## src/rtl/split_resp_pkg.sv

```systemverilog
package split_resp_pkg;

  localparam int MAX_BEATS = 8;
  localparam int BEAT_W    = $clog2(MAX_BEATS);

  typedef logic [1:0] size_code_t;

  // Size code to beat count: 0 -> 2, 1 -> 4, 2 and 3 -> 8.
  function automatic logic [BEAT_W:0] beats_of(input size_code_t code);
    case (code)
      2'd0:    beats_of = (BEAT_W+1)'(2);
      2'd1:    beats_of = (BEAT_W+1)'(4);
      default: beats_of = (BEAT_W+1)'(8);
    endcase
  endfunction

endpackage

```

## src/rtl/srm_tag_table.sv

```systemverilog
module srm_tag_table
  import split_resp_pkg::*;
#(
  parameter int TID_W = 3
) (
  input  logic                  clk,
  input  logic                  rst,
  input  logic                  alloc_en,
  input  size_code_t            alloc_size,
  input  logic                  hit_en,
  input  logic [TID_W-1:0]      hit_tid,
  output logic                  hit_busy,
  output logic [BEAT_W-1:0]     hit_beat,
  output logic                  hit_last,
  output size_code_t            hit_size,
  output logic [TID_W-1:0]      alloc_tid,
  output logic                  no_free,
  output logic [(1<<TID_W)-1:0] busy_vec
);

  localparam int NTAG = 1 << TID_W;

  logic [NTAG-1:0]   busy_q, busy_nxt;
  size_code_t        size_q [NTAG];
  logic [BEAT_W-1:0] cnt_q  [NTAG];
  logic [TID_W-1:0]  free_q, free_nxt;
  logic              full_q, full_nxt;
  logic              take, step, done;

  assign hit_busy = busy_q[hit_tid];
  assign hit_beat = cnt_q[hit_tid];
  assign hit_size = size_q[hit_tid];
  assign hit_last = ({1'b0, hit_beat} == beats_of(hit_size) - 1'b1);

  assign take = alloc_en && !full_q;
  assign step = hit_en && hit_busy;
  assign done = step && hit_last;

  always_comb begin
    busy_nxt = busy_q;
    if (done) busy_nxt[hit_tid] = 1'b0;
    if (take) busy_nxt[free_q]  = 1'b1;
  end

  // Lowest free tag of the next state, registered with the state itself.
  always_comb begin
    free_nxt = '0;
    for (int i = NTAG - 1; i >= 0; i--) begin
      if (!busy_nxt[i]) free_nxt = TID_W'(i);
    end
    full_nxt = &busy_nxt;
  end

  always_ff @(posedge clk) begin
    if (rst) begin
      busy_q <= '0;
      free_q <= '0;
      full_q <= 1'b0;
      for (int i = 0; i < NTAG; i++) begin
        size_q[i] <= '0;
        cnt_q[i]  <= '0;
      end
    end else begin
      busy_q <= busy_nxt;
      free_q <= free_nxt;
      full_q <= full_nxt;
      if (step) cnt_q[hit_tid] <= hit_last ? '0 : hit_beat + 1'b1;
      if (take) begin
        size_q[free_q] <= alloc_size;
        cnt_q[free_q]  <= '0;
      end
    end
  end

  assign alloc_tid = free_q;
  assign no_free   = full_q;
  assign busy_vec  = busy_q;

endmodule

```

## src/rtl/srm_beat_store.sv

```systemverilog
module srm_beat_store
  import split_resp_pkg::*;
#(
  parameter int TID_W  = 3,
  parameter int DATA_W = 64
) (
  input  logic                          clk,
  input  logic                          rst,
  input  logic                          wr_en,
  input  logic [BEAT_W-1:0]             wr_beat,
  input  logic [TID_W-1:0]              wr_tid,
  input  logic [DATA_W-1:0]             wr_data,
  input  logic                          rd_en,
  input  logic [TID_W-1:0]              rd_tid,
  input  size_code_t                    rd_size,
  output logic [MAX_BEATS*DATA_W-1:0]   rd_line
);

  localparam int NTAG = 1 << TID_W;

  // One bank per beat position, indexed by tag, so a full line reads in one cycle.
  for (genvar b = 0; b < MAX_BEATS; b++) begin : g_bank
    logic [DATA_W-1:0] mem [NTAG];
    logic [DATA_W-1:0] rd_q;

    always_ff @(posedge clk) begin
      if (wr_en && (wr_beat == BEAT_W'(b))) mem[wr_tid] <= wr_data;
    end

    always_ff @(posedge clk) begin
      if (rst) begin
        rd_q <= '0;
      end else if (rd_en) begin
        rd_q <= ((BEAT_W+1)'(b) < beats_of(rd_size)) ? mem[rd_tid] : '0;
      end
    end

    assign rd_line[b*DATA_W +: DATA_W] = rd_q;
  end

endmodule

```

## src/rtl/split_resp_matcher.sv

```systemverilog
module split_resp_matcher
  import split_resp_pkg::*;
#(
  parameter int MID_W  = 3,
  parameter int TID_W  = 3,
  parameter int DATA_W = 64,
  parameter int MY_MID = 5
) (
  input  logic                        clk,
  input  logic                        rst,
  input  logic                        req_valid,
  input  logic [1:0]                  req_size,
  output logic [TID_W-1:0]            alloc_tid,
  output logic                        no_free,
  input  logic                        rsp_valid,
  input  logic [MID_W-1:0]            rsp_mid,
  input  logic [TID_W-1:0]            rsp_tid,
  input  logic [DATA_W-1:0]           rsp_data,
  output logic                        line_valid,
  output logic [TID_W-1:0]            line_tid,
  output logic [1:0]                  line_size,
  output logic [8*DATA_W-1:0]         line_data,
  output logic                        tag_err
);

  localparam int NTAG = 1 << TID_W;

  logic              own_beat;
  logic              hit_busy, hit_last, wr_en;
  logic [BEAT_W-1:0] hit_beat;
  size_code_t        hit_size;
  logic [NTAG-1:0]   busy_vec;

  logic              fin_q;
  logic [TID_W-1:0]  fin_tid_q;
  size_code_t        fin_size_q;
  logic              lv_q;
  logic [TID_W-1:0]  ltid_q;
  size_code_t        lsize_q;
  logic              err_q;

  assign own_beat = rsp_valid && (rsp_mid == MID_W'(MY_MID));
  assign wr_en    = own_beat && hit_busy;

  srm_tag_table #(.TID_W(TID_W)) u_tags (
    .clk        (clk),
    .rst        (rst),
    .alloc_en   (req_valid),
    .alloc_size (req_size),
    .hit_en     (own_beat),
    .hit_tid    (rsp_tid),
    .hit_busy   (hit_busy),
    .hit_beat   (hit_beat),
    .hit_last   (hit_last),
    .hit_size   (hit_size),
    .alloc_tid  (alloc_tid),
    .no_free    (no_free),
    .busy_vec   (busy_vec)
  );

  srm_beat_store #(.TID_W(TID_W), .DATA_W(DATA_W)) u_store (
    .clk     (clk),
    .rst     (rst),
    .wr_en   (wr_en),
    .wr_beat (hit_beat),
    .wr_tid  (rsp_tid),
    .wr_data (rsp_data),
    .rd_en   (fin_q),
    .rd_tid  (fin_tid_q),
    .rd_size (fin_size_q),
    .rd_line (line_data)
  );

  always_ff @(posedge clk) begin
    if (rst) begin
      fin_q      <= 1'b0;
      fin_tid_q  <= '0;
      fin_size_q <= '0;
      lv_q       <= 1'b0;
      ltid_q     <= '0;
      lsize_q    <= '0;
      err_q      <= 1'b0;
    end else begin
      fin_q <= wr_en && hit_last;
      if (wr_en && hit_last) begin
        fin_tid_q  <= rsp_tid;
        fin_size_q <= hit_size;
      end
      lv_q <= fin_q;
      if (fin_q) begin
        ltid_q  <= fin_tid_q;
        lsize_q <= fin_size_q;
      end
      if (own_beat && !hit_busy) err_q <= 1'b1;
    end
  end

  assign line_valid = lv_q;
  assign line_tid   = ltid_q;
  assign line_size  = lsize_q;
  assign tag_err    = err_q;

endmodule

```

## config.mk

```make
export PLATFORM = sky130hd
export DESIGN_NAME = split_resp_matcher
export DESIGN_NICKNAME = d
export VERILOG_FILES = /design/src/rtl/split_resp_pkg.sv /design/src/rtl/srm_tag_table.sv /design/src/rtl/srm_beat_store.sv /design/src/rtl/split_resp_matcher.sv
export SDC_FILE = /design/constraint.sdc
export NUM_CORES = 2
export LEC_CHECK = 0
export ABC_AREA = 1
export BUFFER_PORTS_ARGS = -buffer_cell sky130_fd_sc_hd__buf_2
export CAP_MARGIN = 20
export CELL_PAD_IN_SITES_DETAIL_PLACEMENT = 0
export CELL_PAD_IN_SITES_GLOBAL_PLACEMENT = 1
export CORE_MARGIN = 2
export CORE_UTILIZATION = 35
export DETAILED_ROUTE_END_ITERATION = 6
export PLACE_DENSITY = 0.64
export SLEW_MARGIN = 20
export SYNTH_ARGS = -nofsm -noshare
export SYNTH_HDL_FRONTEND = slang
export SYNTH_MEMORY_MAX_BITS = 65536
export SYNTH_SLANG_ARGS = --single-unit
```

## constraint.sdc

```tcl
create_clock -name clk -period 5.2 [get_ports clk]
set_input_delay 0.78 -clock clk [delete_from_list [all_inputs] [get_ports clk]]
set_output_delay 0.78 -clock clk [all_outputs]
set_load 0.01 [all_outputs]
```

==> flow_metrics.py <==
metrics = {
    "run_status": {
        "status": "finished clean",
    },
    "global_routing": {
        "met3_usage_pct": 3.266,
        "overflow": 0,
        "grt_use_total_pct": 22.36,
        "use_met1_pct": 33.31,
        "grt_max_degree": 226,
        "top_usage_layer": "met2",
        "use_met2_pct": 34.47,
        "first_global_vias": 107600,
        "grt_antenna_before_repair": 82,
        "grt_pass1_wl_mm": 827.9,
    },
    "setup_path": {
        "cp.required_ps": 6220,
        "slowest_delay_ps": 890,
        "path_buf_inv": 3,
        "critical_path.top_delay_family": "buffers and inverters",
        "crit_arrival_ps": 4490,
        "worstPathMaxFanout": 67,
        "cp_common_cell": "buf_4",
        "cp-start-kind": "flip-flop",
        "crit_path_cell_trace": "buf_4, buf_4, o21ai_0, o221ai_1, o311ai_2, buf_4, a21oi_1",
        "slowest_stage": "dfxtp_4",
        "end_kind": "flip-flop",
        "critical_path_class": "reg -> reg",
    },
    "place": {
        "finalWeightedCongestion": 0.8163,
        "dpl-instance-area_mm2": 0.1897,
        "placedCellCount": 20500,
        "portBuffers": 598,
        "dpl.hpwl_mm": 341.2,
    },
    "route": {
        "wire_per_inst_um": 27.64,
        "drt_iter0_markers": 14210,
        "vias": 115300,
        "ant_nets": 0,
        "viasPerCell": 5.369,
        "drc": 0,
        "dr.pass1.iters": 6,
        "routed_wl_mm": 593.7,
    },
    "power": {
        "p_per_area_mw_per_mm2": 382.6,
        "leakagePower_nw": 68.94,
        "max-vdd-ir-drop_mv": 0.3844,
    },
    "timing": {
        "hold_viol_final": 0,
        "slew_viol_final": 0,
        "max_freq_mhz": 288.3,
        "setup-violations-final": 0,
        "tightest_slew_ps": 1275,
        "finalCritPeriodShare_pct": 66.71,
        "max_slew_margin_pct": 15.00,
        "rsz0062_at_grt": "no",
        "period_minus_slack_ps": 3469,
        "finClkSkew_ps": 89.33,
    },
    "synth": {
        "synthFlopType": "edfxtp_1",
        "synthCells": 13820,
        "netlist_area_mm2": 0.1771,
        "synth_warnings": 0,
        "synth_nets": 13910,
        "avgSynthCellArea_um2": 12.81,
        "synth-edff-count": 4112,
        "async_flop_share_pct": 0,
        "synth.distinct_cells": 36,
        "ys_seq_area_share_pct": 76.09,
        "synth_seq_cells": 4676,
    },
    "clock_network": {
        "clockBufferDepth": 4,
        "worstSkewPairLatency_ps": 1130,
        "cts_tree": "built",
        "post_cts_buffers": 0,
        "cts.sinks": 4676,
        "clk_pin_slew_ps": 60,
        "cts_buffers": 519,
        "cts-root-buf": "clkbuf_16",
        "cts_max_level": 6,
    },
    "finish": {
        "multi_input_area_mm2": 0.03832,
        "nFillCells": 46860,
        "nets": 14400,
        "drive_gt1_share_pct": 12.17,
        "stdcell_count": 21480,
        "layout_common_cells": "edfxtp_1 (4112), nor2_1 (2883), o21ai_0 (1802), nand2_1 (1078), dfxtp_1 (558)",
        "final_cell_area_mm2": 0.2070,
        "syn2layout_area_growth_pct": 16.88,
        "final_common_cell": "edfxtp_1",
        "seq_area_mm2": 0.1348,
    },
    "floorplanning": {
        "die_h_um": 715.4,
        "coreArea_mm2": 0.5045,
        "initial_core_util_pct": 35.10,
        "die_area_mm2": 0.5117,
        "placementRows": 261,
        "die_x_um": 715.4,
        "num_io_pins": 599,
    },
    "job": {
        "cap_violations": 0,
    },
    "hold_path": {
        "hp-start": "rsp_data[33]",
        "hp-class": "in -> reg",
    },
}
## synthesized netlist by cell type, types with 5 or more instances
library cell | n | area share (%)
inv_1 | 174 | 0.37
inv_2 | 6 | 0.013
a21oi_1 | 428 | 1.2
dfxtp_1 | 564 | 6.4
buf_1 | 83 | 0.18
buf_2 | 131 | 0.37
nand2_1 | 1083 | 2.3
nand4_1 | 133 | 0.47
o221ai_1 | 384 | 1.9
nor2_1 | 2948 | 6.2
nand3_1 | 399 | 1.1
o22ai_1 | 256 | 0.90
o311ai_0 | 128 | 0.63
nand3b_1 | 128 | 0.54
edfxtp_1 | 4112 | 70
clkinv_1 | 5 | 0.011
ha_1 | 8 | 0.057
o21ai_0 | 1802 | 5.1
clkbuf_1 | 756 | 1.6
nor3_1 | 259 | 0.73
## logic make-up (layout without fill, tap and decap cells)
| logic type | after synthesis | after routing | share of synthesized area (%) |
|---|---|---|---|
| other | 0 | 30 | 0 |
| AOI/OAI and AO/OA | 3009 | 3009 | 9.784 |
| and+or+nand+nor | 4965 | 4965 | 11.49 |
| DFF | 4676 | 4676 | 76.09 |
| adders and majority gates | 8 | 8 | 0.05652 |
| buffers and inverters | 1163 | 2084 | 2.581 |
## sequential cells by signal (all words and copies together) (netlist names), named ones only
name                 cells
u_store.g_bank.mem    4096
u_store.g_bank.rd_q    512
u_tags.cnt_q            24
u_tags.size_q           16
u_tags.busy_vec          8
fin_tid_q                3
line_tid                 3
u_tags.alloc_tid         3
fin_size_q               2
line_size                2
fin_q                    1
line_valid               1
tag_err                  1
u_tags.no_free           1
## final cells by class
class	instances	area share (%)
clock inverter	270	1.618
antenna	30	0.03627
timing repair buffer	950	3.579
tap	6706	4.053
multi-input combinational	7982	18.51
clock buffer	678	6.724
inverter	186	0.3639
sequential	4676	65.12
## power by group
group	total, mW	internal (mW)	switching (mW)
clock	37.1	21.3	15.8
combinational	1.29	0.103	1.19
sequential	40.8	40.8	0.00950
total	79.2	62.2	17.0
## layer usage
metal / wire [um] / share of wire (%)
met1: 266600 / 45
met5: 107 / 0.018
met4: 13690 / 2.3
met3: 46070 / 7.8
met2: 267200 / 45
## final timing paths
| path | end | slack (ps) | depth (start not counted) |
|---|---|---|---|
| setup / recovery | u_store.g_bank[2].rd_q[0]$_SDFFE_PP0P_ | 1730 | 7 |
| hold / removal | u_store.g_bank[4].mem[7][33]$_DFFE_PP_ | 150 | 1 |
| setup reg to reg | u_store.g_bank[2].rd_q[0]$_SDFFE_PP0P_ | 1730 | 7 |
| hold reg to reg | u_store.g_bank[6].rd_q[16]$_SDFFE_PP0P_ | 460 | 2 |
## repair_timing
action,4_1_cts,5_1_grt
hold endpoints to repair,4,0
hold buffers,1,0
gates resized for setup,0,0
## through the flow
stage	setup WS (ps)	util (%)	hold slack [ps]	setup TNS (ps)	total power [mW]
floorplan	-50.54	-	440.1	-147250	41.74
global placement	1062	37.59	451.2	0	42.89
detailed placement	1117	37.59	452.7	0	42.90
CTS	1618	41.01	57.83	0	79.85
global route	1499	41.01	87.41	0	81.26
finish	1731	41.03	146.1	0	79.19
No activity file was read; power rests on OpenSTA's default activity.
